**src/rtl/smc_pkg.sv**
```systemverilog
// Shared types for the static memory bus cycle sequencer.
// Assumes: nothing beyond IEEE 1800-2017.
package smc_pkg;
    typedef enum logic [2:0] {
        PH_IDLE  = 3'd0,
        PH_SETUP = 3'd1,
        PH_PULSE = 3'd2,
        PH_HOLD  = 3'd3,
        PH_DONE  = 3'd4
    } phase_t;

    localparam logic [1:0] WAIT_OFF    = 2'd0;
    localparam logic [1:0] WAIT_FREEZE = 2'd2;
    localparam logic [1:0] WAIT_READY  = 2'd3;
    localparam logic [1:0] BUS_16      = 2'd1;
endpackage

```
**src/rtl/smc_wait_sync.sv**
```systemverilog
// Multi-flop synchronizer for the asynchronous active-low wait input.
// Assumes: STAGES >= 2; resets to the inactive (high) level.
module smc_wait_sync #(
    parameter int STAGES = 2
) (
    input  logic clk,
    input  logic rst_n,
    input  logic async_in,
    output logic sync_out
);
    logic [STAGES-1:0] chain;

    // Shift the pin value through the flop chain.
    always_ff @(posedge clk) begin
        if (!rst_n) chain <= '1;
        else        chain <= {chain[STAGES-2:0], async_in};
    end

    assign sync_out = chain[STAGES-1];
endmodule

```
**src/rtl/smc_phase_ctl.sv**
```systemverilog
// Phase sequencer: counts setup, pulse and hold. The pulse count is
// stalled by a frozen wait or stretched by a ready wait.
// Assumes: counts and wait flags are stable while an access runs;
// pulse_len is already at least 1.
module smc_phase_ctl import smc_pkg::*; #(
    parameter int TW = 6
) (
    input  logic          clk,
    input  logic          rst_n,
    input  logic          start,
    input  logic [TW-1:0] setup_len,
    input  logic [TW-1:0] pulse_len,
    input  logic [TW-1:0] hold_len,
    input  logic          wait_freeze,
    input  logic          wait_ready,
    input  logic          wait_low,
    output phase_t        phase,
    output logic          pulse_end
);
    logic [TW-1:0] cnt;
    logic [TW-1:0] p_len_q;
    logic [TW-1:0] h_len_q;
    logic          stall;

    assign stall     = wait_low && (wait_freeze || wait_ready);
    assign pulse_end = (phase == PH_PULSE) && (cnt == '0) && !stall;

    // Advance the phase and its down-counter once per cycle.
    always_ff @(posedge clk) begin
        if (!rst_n) begin
            phase   <= PH_IDLE;
            cnt     <= '0;
            p_len_q <= '0;
            h_len_q <= '0;
        end else begin
            case (phase)
                PH_IDLE: if (start) begin
                    p_len_q <= pulse_len;
                    h_len_q <= hold_len;
                    if (setup_len != '0) begin
                        phase <= PH_SETUP;
                        cnt   <= setup_len - TW'(1);
                    end else begin
                        phase <= PH_PULSE;
                        cnt   <= pulse_len - TW'(1);
                    end
                end
                PH_SETUP: begin
                    if (cnt == '0) begin
                        phase <= PH_PULSE;
                        cnt   <= p_len_q - TW'(1);
                    end else begin
                        cnt <= cnt - TW'(1);
                    end
                end
                PH_PULSE: begin
                    if (wait_freeze && wait_low) begin
                        cnt <= cnt;
                    end else if (cnt == '0) begin
                        if (wait_ready && wait_low) begin
                            phase <= PH_PULSE;
                        end else if (h_len_q != '0) begin
                            phase <= PH_HOLD;
                            cnt   <= h_len_q - TW'(1);
                        end else begin
                            phase <= PH_DONE;
                        end
                    end else begin
                        cnt <= cnt - TW'(1);
                    end
                end
                PH_HOLD: begin
                    if (cnt == '0) phase <= PH_DONE;
                    else           cnt   <= cnt - TW'(1);
                end
                default: phase <= PH_IDLE;
            endcase
        end
    end

    p_done_single_r2: assert property (@(posedge clk) disable iff (!rst_n)
        (phase == PH_DONE) |=> (phase == PH_IDLE));
    p_freeze_holds_r4: assert property (@(posedge clk) disable iff (!rst_n)
        (phase == PH_PULSE && wait_freeze && wait_low) |=> (phase == PH_PULSE && $stable(cnt)));
    p_ready_extends_r5: assert property (@(posedge clk) disable iff (!rst_n)
        (phase == PH_PULSE && wait_ready && wait_low && cnt == '0) |=> (phase == PH_PULSE));
    p_setup_ignores_wait_r6: assert property (@(posedge clk) disable iff (!rst_n)
        (phase == PH_SETUP && cnt != '0) |=> (phase == PH_SETUP && cnt == $past(cnt) - TW'(1)));
    p_min_hold_r7: assert property (@(posedge clk) disable iff (!rst_n)
        (phase == PH_PULSE && (wait_freeze || wait_ready)) |=> (phase != PH_DONE));
endmodule

```
**src/rtl/smc_strobe_map.sv**
```systemverilog
// Decodes the phase and the lane configuration into the active-low bus strobes.
// Assumes: configuration is stable during an access; LANES is 2.
module smc_strobe_map import smc_pkg::*; #(
    parameter int LANES = 2
) (
    input  phase_t           phase,
    input  logic             op_wr,
    input  logic             wr_by_strobe,
    input  logic             bus16,
    input  logic             lane_mode,
    input  logic [LANES-1:0] be,
    output logic             cs_n,
    output logic             rd_n,
    output logic             we_n,
    output logic [LANES-1:0] wrb_n,
    output logic [LANES-1:0] bs_n
);
    logic active, pulse, wr_win, cs_win, lane_sel, lane_wr;

    // Work out the low windows of the chip select and the write strobes.
    always_comb begin
        active   = (phase == PH_SETUP) || (phase == PH_PULSE) || (phase == PH_HOLD);
        pulse    = (phase == PH_PULSE);
        lane_sel = bus16 && !lane_mode;
        lane_wr  = bus16 && lane_mode;
        wr_win   = op_wr && (wr_by_strobe ? pulse : active);
        cs_win   = (op_wr && !wr_by_strobe) ? pulse : active;
    end

    assign cs_n = !cs_win;
    assign rd_n = !(pulse && !op_wr);
    assign we_n = !(wr_win && !lane_wr);

    genvar i;
    generate
        for (i = 0; i < LANES; i++) begin : g_lane
            assign wrb_n[i] = !(wr_win && lane_wr && be[i]);
            assign bs_n[i]  = !(active && lane_sel && be[i]);
        end
    endgenerate
endmodule

```
**src/rtl/smc_cycle_seq.sv**
```systemverilog
// Top level: accepts one request, selects its group of phase counts,
// runs the access and returns read data with a done pulse.
// Assumes: cfg_* and timing inputs are stable from the accepting edge to done.
module smc_cycle_seq import smc_pkg::*; #(
    parameter int AW          = 16,
    parameter int TW          = 6,
    parameter int SYNC_STAGES = 2
) (
    input  logic          clk,
    input  logic          rst_n,
    input  logic          req,
    input  logic          req_wr,
    input  logic [AW-1:0] req_addr,
    input  logic [15:0]   req_wdata,
    input  logic [1:0]    req_be,
    output logic          ready,
    output logic          done,
    output logic [15:0]   rdata,
    input  logic [1:0]    cfg_wait_mode,
    input  logic [1:0]    cfg_bus_width,
    input  logic          cfg_lane_mode,
    input  logic          cfg_wr_by_strobe,
    input  logic [TW-1:0] rd_setup,
    input  logic [TW-1:0] rd_pulse,
    input  logic [TW-1:0] rd_hold,
    input  logic [TW-1:0] wr_setup,
    input  logic [TW-1:0] wr_pulse,
    input  logic [TW-1:0] wr_hold,
    input  logic [TW-1:0] cs_setup,
    input  logic [TW-1:0] cs_pulse,
    input  logic [TW-1:0] cs_hold,
    output logic [AW-1:0] mem_addr,
    output logic [15:0]   mem_dout,
    output logic          mem_dout_en,
    input  logic [15:0]   mem_din,
    input  logic          mem_wait_n,
    output logic          mem_cs_n,
    output logic          mem_rd_n,
    output logic          mem_we_n,
    output logic [1:0]    mem_wrb_n,
    output logic [1:0]    mem_bs_n
);
    localparam int LANES = 2;
    localparam int DW    = 8 * LANES;

    phase_t        phase;
    logic          pulse_end, wait_s, start;
    logic          bus16, wait_freeze, wait_ready, wait_on;
    logic [TW-1:0] sel_s, sel_p, sel_h, pulse_eff, hold_eff;
    logic          op_wr;
    logic [AW-1:0] op_addr;
    logic [DW-1:0] op_wdata;
    logic [LANES-1:0] op_be;

    // Decode the mode fields; reserved codes fall back to off / 8-bit.
    always_comb begin
        bus16       = (cfg_bus_width == BUS_16);
        wait_freeze = (cfg_wait_mode == WAIT_FREEZE);
        wait_ready  = (cfg_wait_mode == WAIT_READY);
        wait_on     = wait_freeze || wait_ready;
    end

    // Pick the group of counts and apply the minimum pulse and hold rules.
    always_comb begin
        if (!req_wr)               begin sel_s = rd_setup; sel_p = rd_pulse; sel_h = rd_hold; end
        else if (cfg_wr_by_strobe) begin sel_s = wr_setup; sel_p = wr_pulse; sel_h = wr_hold; end
        else                       begin sel_s = cs_setup; sel_p = cs_pulse; sel_h = cs_hold; end
        pulse_eff = (sel_p == '0) ? TW'(1) : sel_p;
        hold_eff  = (wait_on && sel_h == '0) ? TW'(1) : sel_h;
    end

    assign start = req && (phase == PH_IDLE);
    assign ready = (phase == PH_IDLE);
    assign done  = (phase == PH_DONE);

    // Latch the request fields on acceptance.
    always_ff @(posedge clk) begin
        if (!rst_n) begin
            op_wr    <= 1'b0;
            op_addr  <= '0;
            op_wdata <= '0;
            op_be    <= '0;
        end else if (start) begin
            op_wr    <= req_wr;
            op_addr  <= req_addr;
            op_wdata <= req_wdata;
            op_be    <= req_be;
        end
    end

    // Capture read data on the edge that ends the pulse.
    always_ff @(posedge clk) begin
        if (!rst_n)                  rdata <= '0;
        else if (pulse_end && !op_wr) rdata <= bus16 ? mem_din : {8'h00, mem_din[7:0]};
    end

    assign mem_addr    = op_addr;
    assign mem_dout    = op_wdata;
    assign mem_dout_en = op_wr && (phase == PH_SETUP || phase == PH_PULSE || phase == PH_HOLD);

    smc_wait_sync #(.STAGES(SYNC_STAGES)) u_sync (
        .clk(clk), .rst_n(rst_n), .async_in(mem_wait_n), .sync_out(wait_s)
    );

    smc_phase_ctl #(.TW(TW)) u_ctl (
        .clk(clk), .rst_n(rst_n), .start(start),
        .setup_len(sel_s), .pulse_len(pulse_eff), .hold_len(hold_eff),
        .wait_freeze(wait_freeze), .wait_ready(wait_ready), .wait_low(!wait_s),
        .phase(phase), .pulse_end(pulse_end)
    );

    smc_strobe_map #(.LANES(LANES)) u_map (
        .phase(phase), .op_wr(op_wr), .wr_by_strobe(cfg_wr_by_strobe),
        .bus16(bus16), .lane_mode(cfg_lane_mode), .be(op_be),
        .cs_n(mem_cs_n), .rd_n(mem_rd_n), .we_n(mem_we_n),
        .wrb_n(mem_wrb_n), .bs_n(mem_bs_n)
    );

    p_idle_quiet_r1: assert property (@(posedge clk) disable iff (!rst_n)
        ready |-> (mem_cs_n && mem_rd_n && mem_we_n && mem_wrb_n == 2'b11 && mem_bs_n == 2'b11));
    p_rd_wr_exclusive_r10: assert property (@(posedge clk) disable iff (!rst_n)
        !mem_rd_n |-> (mem_we_n && mem_wrb_n == 2'b11));
    p_rdata_held_r9: assert property (@(posedge clk) disable iff (!rst_n)
        (phase == PH_HOLD) |=> $stable(rdata));
    p_busy_ignores_req_r14: assert property (@(posedge clk) disable iff (!rst_n)
        (phase == PH_PULSE && req) |=> (phase != PH_IDLE && phase != PH_SETUP));
endmodule

```
**config.mk**
```make
export PLATFORM = sky130hd
export DESIGN_NAME = smc_cycle_seq
export DESIGN_NICKNAME = d
export VERILOG_FILES = /design/src/rtl/smc_pkg.sv /design/src/rtl/smc_wait_sync.sv /design/src/rtl/smc_phase_ctl.sv /design/src/rtl/smc_strobe_map.sv /design/src/rtl/smc_cycle_seq.sv
export SDC_FILE = /design/constraint.sdc
export NUM_CORES = 1
export LEC_CHECK = 0
export ABC_AREA = 0
export CAP_MARGIN = 20
export CORE_ASPECT_RATIO = 0.6
export CORE_MARGIN = 3
export CORE_UTILIZATION = 45
export DETAILED_ROUTE_END_ITERATION = 12
export DONT_BUFFER_PORTS = 1
export SYNTH_ARGS = -nofsm -noshare
export SYNTH_HDL_FRONTEND = slang
export SYNTH_HIERARCHICAL = 1
export SYNTH_SLANG_ARGS = --single-unit
export TNS_END_PERCENT = 5
```
**constraint.sdc**
```tcl
create_clock -name clk -period 3.3 [get_ports clk]
set_input_delay 0.495 -clock clk [delete_from_list [all_inputs] [get_ports clk]]
set_output_delay 0.495 -clock clk [all_outputs]
set_load 0.03 [all_outputs]
```
Word-level counts from Yosys, hierarchy flattened
Index checks and enable logic that the tools add are counted.
{"block": "totals", "reg_bits": 74, "in_bits": 115}
{"block": "classes", "n_eq_ne": 15, "n_reduce_logical": 47, "n_mux": 29, "n_addsub": 5}
{"op": "6-bit 2-to-1 mux", "n": 16}
{"op": "6-bit by 1-bit subtractor with 6-bit output (second input constant)", "n": 5}
{"op": "6-bit case mux with 4 select lines", "n": 1}
{"op": "1-bit logical AND", "n": 21}
{"op": "3-bit 2-to-1 mux", "n": 7}
{"op": "6-bit logical NOT", "n": 3}
{"op": "16-bit 2-to-1 mux", "n": 1}
{"op": "1-bit logical NOT", "n": 13}
{"op": "3-bit case mux with 4 select lines", "n": 1}
{"op": "6-bit nonzero test", "n": 2}
{"op": "3-bit by 2-bit == test with 1-bit output (second input constant)", "n": 2}
{"op": "2-bit by 1-bit inequality test with 1-bit output (second input constant)", "n": 3}
{"op": "2-bit inequality test (second input constant)", "n": 3}
{"op": "3-bit inequality test (second input constant)", "n": 2}
{"op": "6-bit AND reduction", "n": 1}
{"op": "5-bit AND reduction", "n": 1}
{"op": "2-bit == test (second input constant)", "n": 2}
{"op": "4-bit nonzero test", "n": 1}
{"op": "3-bit by 1-bit == test with 1-bit output (second input constant)", "n": 1}
{"op": "3-bit == test (second input constant)", "n": 1}
{"op": "3-bit logical NOT", "n": 1}
{"op": "1-bit logical OR", "n": 3}
{"op": "2-bit by 1-bit == test with 1-bit output (second input constant)", "n": 1}
{"op": "1-bit 2-to-1 mux", "n": 2}
{"op": "other kinds (2)", "n": 2}

Longest topological paths before layout
{"block": "depth", "word_depth": 8, "depth_mapped": 14, "depth_no_buf": 11}

Hierarchy
Netlist, hierarchy kept.
{"mod": "smc_cycle_seq", "n_inst": 1, "area_per_inst_um2": 2326.0, "cells_per_inst": 289}
{"mod": "smc_phase_ctl", "n_inst": 1, "area_per_inst_um2": 1647.8, "cells_per_inst": 221}
{"mod": "smc_strobe_map", "n_inst": 1, "area_per_inst_um2": 80.1, "cells_per_inst": 11}
{"mod": "smc_wait_sync", "n_inst": 1, "area_per_inst_um2": 52.6, "cells_per_inst": 4}

Worst setup path after synthesis
No wires, ideal clock.
{"block": "synth_path", "path_type": "in2reg", "start": "input port req_wr", "end": "register u_ctl.cnt[4]", "path_slack_ps": 195, "setup_ps": 124, "arrival_time_ps": 2982, "cell_stages": 14, "path_cell_list": "buf_2 > buf_4 > buf_2 > buf_2 > nor2_1 > a21oi_1 > nor3_1 > a31oi_1 > ha_1 > or4bb_1 > a21oi_1 > o21bai_1 > a211oi_1 > o22ai_2"}
{"item": "start: declaration", "line_no": "smc_cycle_seq.sv:12", "text": "input logic req_wr,"}
{"item": "6-bit 2-to-1 mux *", "line_no": "smc_cycle_seq.sv:65", "text": "if (!req_wr) begin sel_s = rd_setup; sel_p = rd_pulse; sel_h = rd_hold; end"}
{"item": "net sel_s[1]", "line_no": "smc_cycle_seq.sv:49", "text": "logic [TW-1:0] sel_s, sel_p, sel_h, pulse_eff, hold_eff;"}
{"item": "6-bit by 1-bit subtractor with 6-bit output or 6-bit nonzero test (tied branches)", "line_no": "smc_phase_ctl.sv:42, smc_phase_ctl.sv:40"}
{"item": "6-bit 2-to-1 mux *", "line_no": "smc_phase_ctl.sv:40", "text": "if (setup_len != '0) begin"}
{"item": "6-bit 2-to-1 mux *", "line_no": "smc_phase_ctl.sv:37", "text": "PH_IDLE: if (start) begin"}
{"item": "6-bit case mux with 4 select lines *", "line_no": "smc_phase_ctl.sv:36", "text": "case (phase)"}
{"item": "end signal: assignment", "line_no": "smc_phase_ctl.sv:42", "text": "cnt <= setup_len - TW'(1);"}
{"item": "end signal: assignment", "line_no": "smc_phase_ctl.sv:45", "text": "cnt <= pulse_len - TW'(1);"}
{"item": "end signal: assignment", "line_no": "smc_phase_ctl.sv:51", "text": "cnt <= p_len_q - TW'(1);"}
{"item": "end: declaration", "line_no": "smc_phase_ctl.sv:20", "text": "logic [TW-1:0] cnt;"}
The timed path passes the listed nets; every way through them passes the cells marked *. The select of a mux whose other input is x is not followed.
A chain may end at the register's enable or synchronous reset.

Final worst setup path
{"block": "layout_path", "start": "register u_ctl.cnt[0]", "end": "register rdata[12]"}
{"block": "layout_between", "elab_chain_cells": 4}
{"item": "6-bit logical NOT", "line_no": "smc_phase_ctl.sv:26", "text": "assign pulse_end = (phase == PH_PULSE) && (cnt == '0) && !stall;"}
{"item": "1-bit logical AND (2 in a row)", "line_no": "smc_phase_ctl.sv:26"}
{"item": "net pulse_end", "line_no": "smc_cycle_seq.sv:47", "text": "logic pulse_end, wait_s, start;"}
{"item": "1-bit logical AND", "line_no": "smc_cycle_seq.sv:94", "text": "else if (pulse_end && !op_wr) rdata <= bus16 ? mem_din : {8'h00, mem_din[7:0]};"}
{"item": "end signal: assignment", "line_no": "smc_cycle_seq.sv:94"}
{"item": "end: declaration", "line_no": "smc_cycle_seq.sv:18", "text": "output logic [15:0] rdata,"}
The timed path passes the listed nets, and every way through them passes these cells.

==> summary.md <==
| Metric | Value |
|---|---|
| Run status | finished, final reports clean |
| NumNets Final | 634 |
| Final GP Congestion | 0.866 |
| Total grt overflow | 0 |
| Crit Path Category | register to register |
| Rel. slew slack | 54.0% |
| Clock Skew | 0.00898 ns |
| RSZ-0062 raised after global routing | no |
| DR iter-0 viols | 232 |
| Hold wc startpoint | mem_wait_n |
| Post-CTS resize count | 0 |
| Clk Latency, worst-skew pair | 0.33 ns |
| Total GRT Usage | 19.4% |
| Root Driver | clkbuf_16 |
| Detailed placement HPWL | 7780 um |
| H-tree depth | 3 |
| Worst setup SP type | register |
| Share of cells above drive strength 1 | 7.50% |
| CP Buf/Inv Count | 2 |
| Final setup TNS | 0 ns |
| Core area | 8690 sq um |
| Ys Warns | 6 |
| P_leak | 1.63 nW |
| Post-Syn Instances | 525 |
| Routed vias | 3640 |
| CP arrival | 3.04 ns |
| CP dominant cell by count | nor2b_1 |
| Final Hold Fails | 0 |
| DRC | 0 |
| Slew Viols, Final | 0 |
| IO Port Bufs | 0 |
| Post-CTS setup buffer count | 0 |
| Synth unique cells | 61 |
| Cell-by-cell trace of the critical path | inv_1 > ha_1 > or4b_1 > nor2_4 > and4_1 > nor2b_1 > buf_4 > and2_1 > a22oi_1 > nor2b_1 |
| Worst r2r src | u_ctl/cnt[0] |
| Crit path launch | u_ctl/cnt[0] |
| CTS Buffer Depth | 2 |
| Net count after synthesis | 644 |
| Area taken by multi-input logic gates | 2430 sq um |
| CP peak stage delay | 0.67 ns |
| Top Ports | 173 |
| CP max FO | 9 |
| Fillers | 834 |
| Full die area | 10300 sq um |
| Hold Buf Count CTS | 0 |
| Max_cap viols | 0 |
| Final setup vio count | 0 |
| Crit end category | register |
| Synthesis-to-layout area growth | 9.14% |
| CTS clk-pin slew, worst paths | 0.06 ns |
| Critical path required time | 3.56 ns |
| Max Clock Freq | 360 MHz |
| Initial antenna violation count | 0 |
| Hold WC Path Type | input port to register |
| Largest net degree at the start of global routing | 76 |
| Sinks on Clock Net | 74 |
| Min cycle time layout | 2.78 ns |
| Final WL | 10500 um |
| Number of synthesized register bits | 74 |
| CTS tree | yes |
| Post-synth ARST share | 0% |
| CTS Buf Count | 9 |
| Period utilization | 84.3% |
| Peak VDD IR | 0.000392 V |
| Vias per std cell | 5.76 |
| Post-DR wirelength/cell | 16.7 um |
| Seq. cell area | 1480 sq um |
| Antenna diodes | 0 |
| Synthesized area | 4110 sq um |
| Power per Cell Area | 839 nW/um^2 |
| Register area share after synthesis | 36.1% |
| Cell row count | 26 |
| Placed cell count | 616 |
| Predominant post-synthesis flop cell | dfxtp_1 |
| Crit-path leading delay family | simple AND/OR/NAND/NOR gates |
| Crit path max-delay cell type | or4b_1 |
| Avg Synthesized Cell Area | 7.82 sq um |
| Number of global-route vias before repair | 3310 |
| First-pass GRT wire length | 16200 um |
| Post-synth EDFFs | 0 |
| Worst slew pin tran | 0.685 ns |
| Post-Layout Cell Count | 632 |
| Die Width | 129 um |
| First-pass DRT Iterations | 5 |
| Die Ht | 80.0 um |
| Initial Utilization | 47.3% |
| Remaining antenna violation count after routing | 0 |
## metrics by stage
step | setup WS (ns) | utilization (%) | hold slack (ns) | total power, mW | cell area, sq um
detailed placement | 0.350 | 48.1 | 0.398 | 2.77 | 4180
global placement | 0.474 | 48.1 | 0.389 | 2.76 | 4180
floorplan | 0.195 | - | 0.386 | 2.47 | 4110
finish | 0.519 | 51.6 | 0.267 | 3.76 | 4480
CTS | 0.518 | 51.6 | 0.245 | 3.76 | 4480
global route | 0.255 | 51.6 | 0.246 | 4.00 | 4480
## cells in the mapped netlist, drive strengths merged (3+ instances only)
| library cell | n | share of area [%] |
|---|---|---|
| nand2 | 129 | 12 |
| dfxtp | 74 | 36 |
| a21boi | 57 | 10 |
| nor2 | 30 | 2.9 |
| a21oi | 26 | 3.2 |
| clkbuf | 22 | 2.0 |
| mux2i | 18 | 4.4 |
| a31oi | 13 | 2.0 |
| nor2b | 13 | 2.0 |
| inv | 11 | 1.0 |
| o21ai | 11 | 1.3 |
| buf | 10 | 1.7 |
| nor3 | 10 | 1.2 |
| a22oi | 8 | 1.5 |
| xnor2 | 7 | 1.5 |
| and2 | 6 | 0.91 |
| or4 | 6 | 1.1 |
| nor4 | 5 | 0.91 |
| o31ai | 5 | 1.0 |
| ha | 4 | 1.2 |
| nand2b | 4 | 0.61 |
| nor3b | 4 | 0.73 |
| o21bai | 4 | 0.73 |
| nand3 | 3 | 0.37 |
| nand4 | 3 | 0.46 |
| o21a | 3 | 0.55 |
| o22ai | 3 | 0.76 |
## final cells by class
| cell class | instances | share of cell area (%) |
|---|---|---|
| tap | 112 | 3.13 |
| sequential | 74 | 33.1 |
| timing repair buffer | 11 | 1.84 |
| inverter | 12 | 1.01 |
| multi-input combinational | 407 | 54.2 |
| clock buffer | 10 | 5.33 |
| clock inverter | 6 | 1.45 |
## cells in the final DEF (no fill, tap or decap), types with 6 or more instances in the layout
master and count:
inv_1 11, nand2_1 129, a21boi_0 56, nor3_1 10, a31oi_1 13, clkbuf_16 9
and2_1 6, a21oi_1 26, dfxtp_1 74, nor2b_1 13, buf_4 11, mux2i_1 18
xnor2_1 7, nor2_1 29, a22oi_1 8, o21ai_0 11, or4_1 6
## report_power, final
part | switching [mW] | internal, mW
registers | 0.294 | 1.05
clock network | 0.376 | 0.607
logic | 0.883 | 0.548
total | 1.55 | 2.21
## final timing paths
kind | cells past startpoint | slack [ns] | to
worst max-delay path | 10 | 0.52 | rdata[12]
worst min-delay path | 1 | 0.27 | u_sync/chain[0]
worst max register to register | 10 | 0.52 | rdata[12]
worst min register to register | 1 | 0.41 | u_sync/chain[1]
## worst register-to-register path, delay by kind of cell (launching register included)
| kind | cells | cell delay, ns |
|---|---|---|
| simple gates | 6 | 1.72 |
| flops | 1 | 0.37 |
| buf+inv | 2 | 0.25 |
| fa+ha+maj | 1 | 0.25 |
| compound gates | 1 | 0.12 |
## flip-flops by register name (all words and copies together), names as in the netlist
register       cells
u_ctl/cnt          6
mem_addr          16
u_sync/chain       2
mem_dout          16
u_ctl/p_len_q      6
u_ctl/h_len_q      6
u_ctl/phase        3
op_be              2
op_wr              1
rdata             16
## logic make-up (layout without fill, tap and decap cells)
| logic type | Yosys count | after routing | synth area share, % |
|---|---|---|---|
| buf+inv | 44 | 39 | 4.78 |
| compound gates | 147 | 147 | 25.3 |
| mux | 19 | 19 | 4.66 |
| fa+ha+maj | 6 | 6 | 1.71 |
| flops | 74 | 74 | 36.1 |
| simple gates | 227 | 227 | 25.8 |
| xor+xnor | 8 | 8 | 1.71 |
## per-layer routing
metal | vias to the layer above | track usage, % | routed length (um)
met4 | 0 | 4.72 | 108
met5 | - | 0 | 0
met1 | 1654 | 27.4 | 4970
met3 | 12 | 7.55 | 977
met2 | 151 | 27.6 | 4480
li1 | 1823 | - | -
Power figures use the tool's default switching activity.
